--- src/rtl/gpio_mask_bank.sv ---
module gpio_mask_bank #(
  parameter int BANK_W      = 16,
  parameter int ADDR_W      = 12,
  parameter int SYNC_STAGES = 2,
  parameter logic [ADDR_W-1:0] IN_ADDR  = 'h000,
  parameter logic [ADDR_W-1:0] OUT_BASE = 'h100,
  parameter logic [ADDR_W-1:0] DIR_BASE = 'h108
) (
  input  logic                  clk,
  input  logic                  rst_n,
  input  logic                  bus_we,
  input  logic [ADDR_W-1:0]     bus_addr,
  input  logic [2*BANK_W-1:0]   bus_wdata,
  output logic [2*BANK_W-1:0]   bus_rdata,
  input  logic [2*BANK_W-1:0]   gpio_i,
  output logic [2*BANK_W-1:0]   gpio_o,
  output logic [2*BANK_W-1:0]   gpio_oe
);
  localparam int PIN_W = 2 * BANK_W;
  localparam int NBANK = 2;

  logic [BANK_W-1:0] wr_mask, wr_data;
  logic [PIN_W-1:0]  out_all, dir_all;
  logic [PIN_W-1:0]  sync_q [SYNC_STAGES];

  assign wr_mask = bus_wdata[PIN_W-1:BANK_W];
  assign wr_data = bus_wdata[BANK_W-1:0];

  for (genvar b = 0; b < NBANK; b++) begin : g_bank
    localparam logic [ADDR_W-1:0] OUT_A = OUT_BASE + ADDR_W'(4 * b);
    localparam logic [ADDR_W-1:0] DIR_A = DIR_BASE + ADDR_W'(4 * b);
    logic [BANK_W-1:0] out_q, dir_q;

    always_ff @(posedge clk or negedge rst_n) begin
      if (!rst_n) begin
        out_q <= '0;
        dir_q <= '1;
      end else if (bus_we) begin
        if (bus_addr == OUT_A) out_q <= (out_q & ~wr_mask) | (wr_data & wr_mask);
        if (bus_addr == DIR_A) dir_q <= (dir_q & ~wr_mask) | (wr_data & wr_mask);
      end
    end

    assign out_all[b*BANK_W +: BANK_W] = out_q;
    assign dir_all[b*BANK_W +: BANK_W] = dir_q;
  end

  always_ff @(posedge clk or negedge rst_n) begin
    if (!rst_n) begin
      for (int s = 0; s < SYNC_STAGES; s++) sync_q[s] <= '0;
    end else begin
      sync_q[0] <= gpio_i;
      for (int s = 1; s < SYNC_STAGES; s++) sync_q[s] <= sync_q[s-1];
    end
  end

  assign gpio_oe = ~dir_all;
  assign gpio_o  = out_all & ~dir_all;

  always_comb begin
    bus_rdata = '0;
    if (bus_addr == IN_ADDR) bus_rdata = sync_q[SYNC_STAGES-1];
    for (int b = 0; b < NBANK; b++) begin
      if (bus_addr == OUT_BASE + ADDR_W'(4 * b))
        bus_rdata = {{BANK_W{1'b0}}, out_all[b*BANK_W +: BANK_W]};
      if (bus_addr == DIR_BASE + ADDR_W'(4 * b))
        bus_rdata = {{BANK_W{1'b0}}, dir_all[b*BANK_W +: BANK_W]};
    end
  end
endmodule

--- config.mk ---
export PLATFORM = sky130hd
export DESIGN_NAME = gpio_mask_bank
export DESIGN_NICKNAME = d
export VERILOG_FILES = /design/src/rtl/gpio_mask_bank.sv
export SDC_FILE = /design/constraint.sdc
export NUM_CORES = 1
export LEC_CHECK = 0
export ABC_CLOCK_PERIOD_IN_PS = 2810
export BUFFER_PORTS_ARGS = -buffer_cell sky130_fd_sc_hd__buf_2
export CAP_MARGIN = 20
export CORE_MARGIN = 1.5
export CORE_UTILIZATION = 51
export DETAILED_ROUTE_END_ITERATION = 7
export PLACE_DENSITY = 0.83
export SLEW_MARGIN = 20
export SYNTH_ARGS = -nofsm -noshare
export SYNTH_HDL_FRONTEND = slang
export SYNTH_SLANG_ARGS = --single-unit
--- constraint.sdc ---
create_clock -name clk -period 2.81 [get_ports clk]
set_input_delay 0.4215 -clock clk [delete_from_list [all_inputs] [get_ports clk]]
set_output_delay 0.4215 -clock clk [all_outputs]
set_load 0.005 [all_outputs]
==> impl_metrics.tcl <==
set metrics [dict create \
    post-route-min-period_ps 2767 \
    die_w_um 107.9 \
    vias 4545 \
    pin_count 175 \
    drc 0 \
    fin_ws_ps 43.25 \
    max-vdd-ir-drop_mv 0.4041 \
    cts-buffers-inserted 17 \
    die_h_um 107.9 \
    swShare 0.2355 \
    critPathTopFamily "simple AND/OR/NAND/NOR gates" \
    n_antenna_cell 0 \
    status "finished clean" \
    port_buffers 174 \
    ys_ff_latch 128 \
    syn_nets 565 \
    required_ps 2390 \
    path_buf_inv 4 \
    drt_iter0_markers 244 \
    wl_per_cell_um 17.44 \
    rsz0062_at_grt "yes" \
    slowest_stage "or4_4" \
    clockBufferDepth 2 \
    dominantRegCellSynth "dfrtp_1" \
    dp_hpwl_mm 9.812 \
    fin_skew_ps 4.104 \
    antenna_found_initial 0 \
    grt_remaining_overflow 0 \
    initial_core_util 0.5196 \
    finalNonFillerCells 849 \
    finalWeightedCongestion 0.8067 \
    post_cts_buffers 0 \
    drive_gt1_frac 0.4556 \
    power_density_mw_per_mm2 551.9 \
    fin_tns_setup_ps 0 \
    die-area_mm2 0.01163 \
    pwr-share-seq 0.460 \
    tightestPinTransition_ps 706.9 \
    cts.htree.levels 4 \
    post-route-period-util 0.9846 \
    r2r_slack_ps 1980 \
    path_clk_slew_ps 60 \
    yosys_warnings 0 \
    critPathMaxFanout 10 \
    p_leak_nw 3.574 \
    fmax_ghz 0.3614 \
    async_flop_share 1.000 \
    p_clk_frac 0.487 \
    synth_edf_count 0 \
    setup_viol 0 \
    synth_area_per_cell_um2 11.54 \
    hold_class "primary input to asynchronous set/reset pin" \
    end_kind "primary output" \
    cpPeakStageDelay_ps 550 \
    dr.pass1.iters 5 \
    cap_violations 0 \
    grt_pass1_vias 4575 \
    synth.area.top_cells "dfrtp_1 (43%), dfstp_2 (15%), mux2_2 (8.4%)" \
    synth_top_area_cell "dfrtp_1" \
    multi_input_area_mm2 0.002127 \
    postSynthCellCount 486 \
    combPwrFrac 0.053 \
    start_kind "primary input" \
    grt_start_max_net_pins 129 \
    r2r_cells 1 \
    ys_top_cells_by_count "dfrtp_1 (96), mux2_2 (42), nor2_1 (40)" \
    grt_pass1_wl_mm 22.63 \
    rows 38 \
    syn-cell-area_mm2 0.005608 \
    yosysMostFrequentCell "dfrtp_1" \
    cp_cell_sequence "buf_2, or4_4, buf_4, or4_4, buf_6, o21ai_0, o22ai_1, buf_2" \
    ant_nets 0 \
    via_per_inst 5.353 \
    gr-usage-all-layers 0.2638 \
    synth-seq-area-share 0.5783 \
    finalPower_mw 4.150 \
    cts_tree "done" \
    pre_cts_slack_ps -46.35 \
    numClockSinks 128 \
    arrival_ps 2350 \
    place_inst 792 \
    slew_viol_final 0 \
    area_growth_syn_to_layout_pct 34.09 \
    internal-power_mw 3.173 \
    seq_area_mm2 0.003243 \
    core_mm2 0.01079 \
    nNetsFinal 775 \
    fill_cells 760 \
    synth.top_cell.area_share 0.4284 \
    synth_cell_type_count 31 \
    hold_viol_final 0 \
    insertion_delay_ps 510 \
    ctsRootBufferMaster "clkbuf_8" \
    slew_headroom 0.5287 \
    path_class "primary input to primary output" \
    switchingPower_mw 0.9774 \
    drt_wl_total_mm 14.81 \
]
==> per-stage QoR <==
stage          hold WS (ps)  instance area, um2  utilization
6_report             0.9499                7520       0.6967
5_1_grt              0.2333                7520       0.6967
4_1_cts              0.2590                7482       0.6933
3_5_place_dp          334.7                6696       0.6205
3_3_place_gp          331.2                6696       0.6205
2_1_floorplan         125.9                5608            -
==> per-layer routing <==
metal  up-vias  global-route usage  routed length [um]
met3        43             0.08475                1078
li1       2091                   -                   -
met4         0              0.1071                 420
met5         -                   0                   0
met1      2200              0.3227                5894
met2       211              0.4327                7413
==> layout make-up <==
cell class              count  share of cell area
clock buffers              18             0.05557
clock inverters            14             0.01780
inverters                  32             0.01597
multi-input cells         298              0.2829
flip-flops and latches    128              0.4313
well taps                 140             0.02329
repair buffers            219              0.1732
==> how the worst max path moves through the flow <==
stage,start,to,slack (ps),cells past startpoint
after global placement,bus_addr[6],bus_rdata[1],-3,8
after detailed placement,bus_addr[6],bus_rdata[10],-50,8
final,bus_addr[6],bus_rdata[4],40,8
after global routing,bus_addr[6],bus_rdata[1],0.3,8
after floorplan,bus_addr[6],bus_rdata[0],240,7
after CTS,bus_addr[6],bus_rdata[15],50,8
==> repair_timing <==
item / CTS / global route
hold endpoints to repair: 22 / 3
hold buffers: 22 / 3
setup endpoints to repair: 11 / 7
gates resized for setup: 5 / 9
cloned: 0 / 0
==> power groups by stage <==
stage,logic (mW),registers [mW],clock network (mW)
6_report,0.220,1.91,2.02
5_1_grt,0.241,1.91,2.14
4_1_cts,0.216,1.91,2.05
3_5_place_dp,0.190,1.94,0
3_3_place_gp,0.184,1.94,0
2_1_floorplan,0.0605,1.94,0
==> cell families (layout without fill, tap and decap cells) <==
family / Yosys count / count (layout) / synth area share
simple gates: 159 / 159 / 0.1475
buf+inv: 60 / 283 / 0.04908
flops: 128 / 128 / 0.5783
compound gates: 59 / 59 / 0.06805
mux: 80 / 80 / 0.1571
==> layout by cell type (no fill, tap or decap), types with 6 or more instances in the layout <==
cell type	n
dlygate4sd3_1	25
and2_1	16
nor2_2	16
nor2_1	40
a22oi_1	11
o21ai_1	6
dfrtp_1	96
buf_4	18
mux2i_1	16
mux2_2	42
o22ai_1	22
clkbuf_16	16
nand2_1	22
nor2b_1	32
nand3_1	17
buf_2	173
dfstp_2	32
inv_1	32
mux2_1	22
No activity file was read; power rests on OpenSTA's default activity.
